[src/rtl/pbc_pkg.sv]
package pbc_pkg;
    typedef enum logic [1:0] {
        CMP_EQ = 2'd0,
        CMP_LT = 2'd1,
        CMP_LE = 2'd2
    } cmp_cond_e;

    typedef enum logic [1:0] {
        ST_IDLE   = 2'd0,
        ST_WROTE  = 2'd1,
        ST_RSVD   = 2'd2,
        ST_DSPOFF = 2'd3
    } pbc_state_e;

    localparam logic [5:0] STD_MAJOR  = 6'b011111;
    localparam logic [5:0] STD_MINOR  = 6'b010001;
    localparam logic [5:0] CPT_MAJOR  = 6'b000000;
    localparam logic [9:0] CPT_EQ     = 10'b1001000101;
    localparam logic [9:0] CPT_LT     = 10'b1010000101;
    localparam logic [9:0] CPT_LE     = 10'b1011000101;
endpackage

[src/rtl/pbc_decoder.sv]
module pbc_decoder
    import pbc_pkg::*;
(
    input  logic [31:0] insn,
    input  logic        compact,
    output logic        legal,
    output cmp_cond_e   cond,
    output logic [4:0]  rs_idx,
    output logic [4:0]  rt_idx
);
    logic      std_frame, cpt_frame;
    logic      std_code_ok, cpt_code_ok;
    cmp_cond_e std_cond, cpt_cond;

    assign std_frame = (insn[31:26] == STD_MAJOR) && (insn[15:11] == 5'd0)
                       && (insn[5:0] == STD_MINOR);
    assign cpt_frame = (insn[31:26] == CPT_MAJOR) && (insn[15:10] == 6'd0);

    always_comb begin
        std_code_ok = 1'b1;
        std_cond    = CMP_EQ;
        unique case (insn[10:6])
            5'd0:    std_cond = CMP_EQ;
            5'd1:    std_cond = CMP_LT;
            5'd2:    std_cond = CMP_LE;
            default: std_code_ok = 1'b0;
        endcase
    end

    always_comb begin
        cpt_code_ok = 1'b1;
        cpt_cond    = CMP_EQ;
        unique case (insn[9:0])
            CPT_EQ:  cpt_cond = CMP_EQ;
            CPT_LT:  cpt_cond = CMP_LT;
            CPT_LE:  cpt_cond = CMP_LE;
            default: cpt_code_ok = 1'b0;
        endcase
    end

    always_comb begin
        if (compact) begin
            legal  = cpt_frame && cpt_code_ok;
            cond   = cpt_cond;
            rt_idx = insn[25:21];
            rs_idx = insn[20:16];
        end else begin
            legal  = std_frame && std_code_ok;
            cond   = std_cond;
            rs_idx = insn[25:21];
            rt_idx = insn[20:16];
        end
    end
endmodule

[src/rtl/pbc_lane_cmp.sv]
module pbc_lane_cmp
    import pbc_pkg::*;
#(
    parameter int LANE_W = 8
) (
    input  logic [LANE_W-1:0] a,
    input  logic [LANE_W-1:0] b,
    input  cmp_cond_e         cond,
    output logic              hit
);
    always_comb begin
        unique case (cond)
            CMP_EQ:  hit = (a == b);
            CMP_LT:  hit = (a < b);
            CMP_LE:  hit = (a <= b);
            default: hit = 1'b0;
        endcase
    end
endmodule

[src/rtl/pbc_unit.sv]
module pbc_unit
    import pbc_pkg::*;
#(
    parameter int LANES  = 4,
    parameter int LANE_W = 8,
    parameter int CC_LSB = 24
) (
    input  logic                     clk,
    input  logic                     rst,
    input  logic                     valid_i,
    input  logic                     compact_i,
    input  logic [31:0]              insn_i,
    input  logic [LANES*LANE_W-1:0]  opa_i,
    input  logic [LANES*LANE_W-1:0]  opb_i,
    input  logic                     dsp_en_i,
    output logic [LANES*LANE_W-1:0]  ctrl_o,
    output logic                     rsvd_o,
    output logic                     dsp_off_o,
    output logic [4:0]               rs_idx_o,
    output logic [4:0]               rt_idx_o
);
    localparam int DATA_W = LANES * LANE_W;
    localparam int CC_MSB = CC_LSB + LANES - 1;

    logic             legal;
    cmp_cond_e        cond;
    logic [LANES-1:0] lane_hit;
    pbc_state_e       state_q, state_d;
    logic [DATA_W-1:0] ctrl_q;

    pbc_decoder u_dec (
        .insn    (insn_i),
        .compact (compact_i),
        .legal   (legal),
        .cond    (cond),
        .rs_idx  (rs_idx_o),
        .rt_idx  (rt_idx_o)
    );

    for (genvar g = 0; g < LANES; g++) begin : g_lane
        pbc_lane_cmp #(.LANE_W(LANE_W)) u_cmp (
            .a    (opa_i[g*LANE_W +: LANE_W]),
            .b    (opb_i[g*LANE_W +: LANE_W]),
            .cond (cond),
            .hit  (lane_hit[g])
        );
    end

    // next outcome state
    always_comb begin
        if (!valid_i)       state_d = ST_IDLE;
        else if (!legal)    state_d = ST_RSVD;
        else if (!dsp_en_i) state_d = ST_DSPOFF;
        else                state_d = ST_WROTE;
    end

    always_ff @(posedge clk) begin
        if (rst) state_q <= ST_IDLE;
        else     state_q <= state_d;
    end

    always_ff @(posedge clk) begin
        if (rst)                      ctrl_q <= '0;
        else if (state_d == ST_WROTE) ctrl_q[CC_MSB:CC_LSB] <= lane_hit;
    end

    // outputs
    always_comb begin
        rsvd_o    = 1'b0;
        dsp_off_o = 1'b0;
        unique case (state_q)
            ST_IDLE:   ;
            ST_WROTE:  ;
            ST_RSVD:   rsvd_o    = 1'b1;
            ST_DSPOFF: dsp_off_o = 1'b1;
            default:   ;
        endcase
    end
    assign ctrl_o = ctrl_q;

    // a refusal never changes the register
    a_r8_rsvd_no_write: assert property (@(posedge clk) disable iff (rst)
        rsvd_o |-> $stable(ctrl_o));
    a_r9_off_no_write: assert property (@(posedge clk) disable iff (rst)
        dsp_off_o |-> $stable(ctrl_o));
    // no request, no flag and no change
    a_r10_idle_quiet: assert property (@(posedge clk) disable iff (rst)
        !valid_i |=> (!rsvd_o && !dsp_off_o && $stable(ctrl_o)));
    // bits outside the compare slice hold
    a_r5_hold_upper: assert property (@(posedge clk) disable iff (rst)
        $stable(ctrl_o[DATA_W-1:CC_MSB+1]));
    a_r5_hold_lower: assert property (@(posedge clk) disable iff (rst)
        $stable(ctrl_o[CC_LSB-1:0]));
    // flags exclusive
    a_r8_r9_exclusive: assert property (@(posedge clk) disable iff (rst)
        $onehot0({rsvd_o, dsp_off_o}));
endmodule

[config.mk]
export PLATFORM = sky130hd
export DESIGN_NAME = pbc_unit
export DESIGN_NICKNAME = d
export VERILOG_FILES = /design/src/rtl/pbc_pkg.sv /design/src/rtl/pbc_decoder.sv /design/src/rtl/pbc_lane_cmp.sv /design/src/rtl/pbc_unit.sv
export SDC_FILE = /design/constraint.sdc
export NUM_CORES = 1
export LEC_CHECK = 0
export BUFFER_PORTS_ARGS = -buffer_cell sky130_fd_sc_hd__buf_2
export CELL_PAD_IN_SITES_DETAIL_PLACEMENT = 1
export CELL_PAD_IN_SITES_GLOBAL_PLACEMENT = 1
export CORE_MARGIN = 1.5
export CORE_UTILIZATION = 26
export DETAILED_ROUTE_END_ITERATION = 12
export PLACE_DENSITY_LB_ADDON = 0.08
export SLEW_MARGIN = 10
export SYNTH_ARGS = -nofsm -noshare
export SYNTH_HDL_FRONTEND = slang
export SYNTH_HIERARCHICAL = 1
export SYNTH_SLANG_ARGS = --single-unit
[constraint.sdc]
create_clock -name clk -period 4.46 [get_ports clk]
set_input_delay 0.669 -clock clk [delete_from_list [all_inputs] [get_ports clk]]
set_output_delay 0.669 -clock clk [all_outputs]
set_load 0.005 [all_outputs]
==> results of run 1 <==
[layer usage]
layer  share of wire, %  track usage, %
met5                  0               0
met3                 11            3.93
met1                 40            14.5
met4               0.33            2.07
met2                 49            22.7
[synth_stat cells, types with 2 or more instances]
master / count
a21o_1: 4
a21oi_1: 13
buf_4: 28
dfxtp_1: 6
ha_1: 32
inv_1: 33
mux2_2: 10
mux2i_1: 4
nand2_1: 5
nand2b_1: 11
nand4_1: 8
nand4b_1: 2
nor2_1: 2
nor2b_1: 5
nor4_1: 3
o2111ai_1: 4
o211ai_1: 4
o22ai_2: 2
o31ai_1: 4
or4_1: 2
xor2_1: 4
[cell usage in the layout, fill, tap and decap left out, types with 2 or more instances in the layout]
master	count
clkbuf_8	3
mux2_2	10
xor2_1	4
nand4_1	8
nand2b_1	11
a21o_1	4
nor4_1	3
inv_1	33
dfxtp_1	6
nand2_1	5
o31ai_1	4
a21oi_1	13
nand4b_1	2
o22ai_2	2
o2111ai_1	4
conb_1	28
or4_1	2
nor2_1	2
mux2i_1	4
ha_1	32
o211ai_1	4
nor2b_1	5
buf_2	116
[power groups by stage]
stage	Clock, mW	Sequential, mW	Combinational (mW)
final	0.0793	0.0546	0.138
after global routing	0.0886	0.0545	0.160
after CTS	0.0840	0.0546	0.141
after detailed placement	0	0.0554	0.140
after global placement	0	0.0554	0.139
after floorplan	0	0.0554	0.0882
[state kept, by name, indices dropped and copies added, names as in the netlist]
register  count
state_q       2
ctrl_o        4
[worst reg2reg max path, delay by kind of cell, from the launching register on]
kind,cells,cell delay [ps]
flip-flops,1,320
multiplexers,1,110
AND/OR/NAND/NOR,1,50
[through the flow]
step | cells | power, mW | util (%) | cell area, µm² | setup WS, ps
after floorplan | 225 | 0.144 | - | 1680 | 2000
after global placement | 386 | 0.194 | 36.1 | 2120 | 1760
after detailed placement | 386 | 0.196 | 36.1 | 2120 | 1650
after CTS | 389 | 0.280 | 36.8 | 2170 | 1890
after global routing | 389 | 0.303 | 36.8 | 2170 | 1760
final | 389 | 0.272 | 36.8 | 2170 | 1930
[cell type report]
| type | count | area, µm² |
|---|---|---|
| clock buffers | 3 | 41.3 |
| fillers | 798 | 3720 |
| inverters | 33 | 124 |
| multi-input cells | 156 | 1210 |
| flip-flops and latches | 6 | 120 |
| well taps | 75 | 93.8 |
| repair buffers | 116 | 581 |
[worst paths after layout]
path | to | cells after the start | slack [ps]
setup / recovery | ctrl_o[26]$_SDFFE_PP0N_ | 9 | 1930
hold / removal | ctrl_o[24]$_SDFFE_PP0N_ | 2 | 470
setup reg to reg | ctrl_o[26]$_SDFFE_PP0N_ | 2 | 3910
hold reg to reg | ctrl_o[24]$_SDFFE_PP0N_ | 2 | 470
[cell families after synthesis]
kind of cell	share of synthesized area [%]
AND/OR/NAND/NOR	17.2
flip-flops	7.63
XOR/XNOR	2.23
buffers and inverters	22.2
adder cells (fa/ha/maj)	25.4
other	0.238
multiplexers	9.70
AO/OA/AOI/OAI	15.4
==> run_results.csv, run 1 <==
group,metric,value,unit
clocking,root_buffer,"clkbuf_8",
logic_synthesis,async_reset_ff_share,0,%
logic_synthesis,synth-seq-cells,6,
clocking,cts_sinks,6,
detailed_routing,vias,1728,
clocking,cts_made_buffers,3,
clocking,cts.repair_timing.setup_buffer_count,0,
sta,slew_viol_final,0,
clocking,hold_buffers,0,
pwr,comb_power_share,50.8,%
sta,hold_ws,468,ps
global_routing,grt_pass1_wl,6.49,mm
sta,tns,0,ps
clocking,clock_path_buffers,2,
logic_synthesis,yosys-top-cells-area,"ha_1, buf_4, inv_1, dfxtp_1, mux2_2",
place,globalplace.congestion,0.737,
die,dieArea,0.00653,mm²
global_routing,antenna_found_initial,0,
sta,rsz0062_at_grt,"no",
logic_synthesis,synth_edf_count,0,
critical_path,startpoint_type,"primary input",
clocking,clk_pin_slew_worst_paths,40,ps
place,port_buffers,116,
die,coreArea,0.00589,mm²
clocking,cts_resized,0,
die,die_w,80.8,µm
logic_synthesis,synth_ff_type,"dfxtp_1",
critical_path,cp_top_family,"simple AND/OR/NAND/NOR gates",
hold_path,hp-start,"ctrl_o[24]$_SDFFE_PP0N_",
detailed_routing,dr.pass1.iters,4,
pwr,clkPwrFrac,29.1,%
critical_path,cp_cell_sequence,"buf_2 > or3b_1 > or4_4 > o22ai_2 > xor2_1 > o2111ai_1 > o31ai_1 > nand2b_1 > mux2i_1",
pwr,switching_share,31.7,%
sta,finClkSkew,0,ps
critical_path,crit_path_end_kind,"flop",
global_routing,track_usage,12.5,%
clocking,cts_max_level,1,
pwr,p_int,0.186,mW
detailed_routing,drc_errors,0,
sta,fin_crit,2530,ps
outcome,status,"completed",
critical_path,crit_path_max_fanout,8,
pwr,pwr-share-seq,20.1,%
detailed_routing,via_per_inst,4.44,
pwr,power_density,126,mW/mm²
logic_synthesis,seq_area_frac_synth,7.63,%
cells_and_area,layout-drive-gt1-share,42.0,%
logic_synthesis,yosys.area.top_type_share,25.4,%
global_routing,overflow,0,
die,start_util,26.7,%
critical_path,crit_path_top_delay_cell,"or4_4",
logic_synthesis,syn_area,0.00157,mm²
flow_run,cap_violations,0,
sta,fmax,0.395,GHz
critical_path,max_stage_delay,510,ps
cells_and_area,antenna_cells,0,
critical_path,required,4610,ps
pwr,vdd_ir_drop_max,0.0896,mV
detailed_routing,drt-total-wl,4.20,mm
place,dp_hpwl,3.95,mm
critical_path,cp.arrival,2680,ps
die,io-pin-count,145,
global_routing,grt_pass1_vias,1594,
logic_synthesis,postSynthCellCount,198,
global_routing,grt_max_degree,14,
die,die_h,80.8,µm
sta,post-route-period-util,56.7,%
cells_and_area,area_delta_synth_final,37.6,%
critical_path,cp_num_buf_inv,1,
hold_path,hold_class,"reg2reg",
detailed_routing,wl_per_cell,10.8,µm
pwr,p_leak,1.26,nW
sta,setup_violations,0,
clocking,clk_latency,220,ps
logic_synthesis,synth_cell_type_count,33,
critical_path,critPathKind,"in2reg",
clocking,cts_tree,"done",
critical_path,worstReg2RegStart,"ctrl_o[26]$_SDFFE_PP0N_",
sta,finalHoldViolCount,0,
critical_path,crit_start,"insn_i[1]",
detailed_routing,drtIter0Drc,6,
logic_synthesis,ys.warnings.count,6,
detailed_routing,ant_nets,0,
logic_synthesis,yosys.area.top_type,"ha_1",
die,num_rows,28,
logic_synthesis,synth_area_per_cell,7.95,µm²
pwr,switching_power,0.0862,mW
cells_and_area,nets,449,
Note: power is estimated with default switching activity, not from simulation.
==> run 2, diff against run 1 <==
--- a/config.mk
+++ b/config.mk
@@ -9,7 +9,7 @@
 export CELL_PAD_IN_SITES_DETAIL_PLACEMENT = 1
 export CELL_PAD_IN_SITES_GLOBAL_PLACEMENT = 1
 export CORE_MARGIN = 1.5
-export CORE_UTILIZATION = 26
+export CORE_UTILIZATION = 22
 export DETAILED_ROUTE_END_ITERATION = 12
 export PLACE_DENSITY_LB_ADDON = 0.08
 export SLEW_MARGIN = 10
==> constraint.sdc (replaced) <==
create_clock -name clk -period 2.1 [get_ports clk]
set_input_delay 0.315 -clock clk [delete_from_list [all_inputs] [get_ports clk]]
set_output_delay 0.315 -clock clk [all_outputs]
set_load 0.005 [all_outputs]
==> run 2 against run 1 <==
- sequential share of layout area decreased by 0.23 points
- critical path depth unchanged
- first-iteration DRC count increased to 4.2 times the previous value
- hold slack got worse by 180 ps
- global-route usage decreased by 1.5 points
- die area increased by 17%
==> run_results.csv, run 2 (synthesized netlist as in run 1, its figures left out) <==
group,metric,value,unit
sta,setup_violations,0,
detailed_routing,vias,1716,
cells_and_area,regArea,120,µm²
critical_path,required,2250,ps
critical_path,critPathKind,"in2reg",
global_routing,grt_pass1_wl,6.78,mm
sta,slew_viol_final,0,
pwr,power_density,258,mW/mm²
cells_and_area,final_common_cell,"buf_2",
place,dp_hpwl,4.09,mm
sta,finClkSkew,0,ps
detailed_routing,dr.pass1.iters,4,
global_routing,grt_max_degree,11,
clocking,cts_sinks,6,
clocking,cts_max_level,1,
critical_path,startpoint_type,"primary input",
detailed_routing,wl_per_cell,10.5,µm
critical_path,crit_path_end_kind,"flop",
pwr,vdd_ir_drop_max,0.177,mV
clocking,clk_latency,220,ps
global_routing,grt_pass1_vias,1738,
clocking,cts_tree,"done",
place,port_buffers,116,
detailed_routing,drt-total-wl,4.36,mm
cells_and_area,antenna_cells,0,
sta,fmax,0.496,GHz
detailed_routing,via_per_inst,4.12,
sta,setup_slack,85.3,ps
cells_and_area,nets,456,
clocking,cts_made_buffers,3,
cells_and_area,n_fill_cell,899,
die,die_h,87.6,µm
die,start_util,22.9,%
sta,post-route-period-util,95.9,%
cells_and_area,layout-drive-gt1-share,43.6,%
sta,rsz0062_at_grt,"yes",
cells_and_area,multi_input_area,0.00122,mm²
flow_run,cap_violations,0,
clocking,clk_pin_slew_worst_paths,40,ps
clocking,root_buffer,"clkbuf_8",
die,die_w,87.6,µm
sta,finalHoldViolCount,0,
cells_and_area,area_delta_synth_final,43.6,%
hold_path,hold_class,"in2reg",
cells_and_area,finalNonFillerCells,417,
place,pre_cts_ws,-225,ps
clocking,clock_path_buffers,2,
pwr,p_leak,1.30,nW
die,dieArea,0.00767,mm²
detailed_routing,drtIter0Drc,25,
place,dp.cells,412,
global_routing,overflow,0,
place,globalplace.congestion,0.679,
clocking,hold_buffers,0,
die,io-pin-count,145,
sta,fin_crit,2010,ps
critical_path,crit_path_max_fanout,7,
sta,tns,0,ps
detailed_routing,drc_errors,0,
sta,hold_ws,286,ps
critical_path,cp.arrival,2160,ps
outcome,status,"completed",
pwr,power,0.584,mW
die,num_rows,30,
cells_and_area,largest_reg_flops,4,
global_routing,track_usage,11.0,%
die,coreArea,0.00687,mm²
cells_and_area,final_cell_mix,"buf_2, inv_1, ha_1, conb_1, a21oi_1",
global_routing,antenna_found_initial,0,
detailed_routing,ant_nets,0,
## run 2: path summary, 6_finish.rpt
check	endpoint	cells after the start	slack, ps	from
worst min-delay path	state_q[1]$_SDFF_PP0_	2	290	dsp_en_i
worst max-delay path	ctrl_o[25]$_SDFFE_PP0N_	9	90	insn_i[1]
worst max register to register	ctrl_o[25]$_SDFFE_PP0N_	2	1540	ctrl_o[25]$_SDFFE_PP0N_
worst min register to register	ctrl_o[26]$_SDFFE_PP0N_	2	470	ctrl_o[26]$_SDFFE_PP0N_
## run 2: final cells by class
cell class                      instances  share of cell area (%)
Inverter                               33                    5.48
Clock buffer                            3                    1.83
Timing Repair Buffer                  123                    28.3
Tap cell                               96                    5.31
Sequential cell                         6                    5.31
Multi-Input combinational cell        156                    53.8
## run 2: what timing repair did
item / in CTS / in global routing
endpoints found under the setup margin: 1 / 4
cloned: 0 / 0
resized for setup: 0 / 2
setup buffers: 0 / 2
pin swaps: 1 / 3
## run 2: critical path: stages
cell and delay [ps]:
buf_6 90, or3b_4 400, or4_4 520, o22ai_4 250, xor2_1 190, o2111ai_1 120
o31ai_1 90, nand2b_1 80, mux2i_1 120
## run 2: through the flow
| step | instance area, µm² | util (%) |
|---|---|---|
| global route | 2260 | 32.9 |
| detailed placement | 2200 | 32.0 |
| global placement | 2200 | 32.0 |
| finish | 2260 | 32.9 |
| CTS | 2240 | 32.6 |
| floorplan | 1680 | - |
## run 2: routing by layer
metal | wire [µm] | vias up | GRT usage, %
li1 | - | 888 | -
met1 | 1870 | 733 | 12.7
met2 | 2000 | 93 | 19.9
met3 | 479 | 2 | 3.68
met4 | 19 | 0 | 1.73
met5 | 0 | - | 0
## run 2: where the power goes
part | total (mW) | internal (mW) | leakage (nW) | switching, mW
Clock | 0.167 | 0.123 | 0.0216 | 0.0447
Sequential | 0.116 | 0.116 | 0.0486 | 0.000305
Combinational | 0.300 | 0.161 | 1.23 | 0.139
Total | 0.584 | 0.399 | 1.30 | 0.184
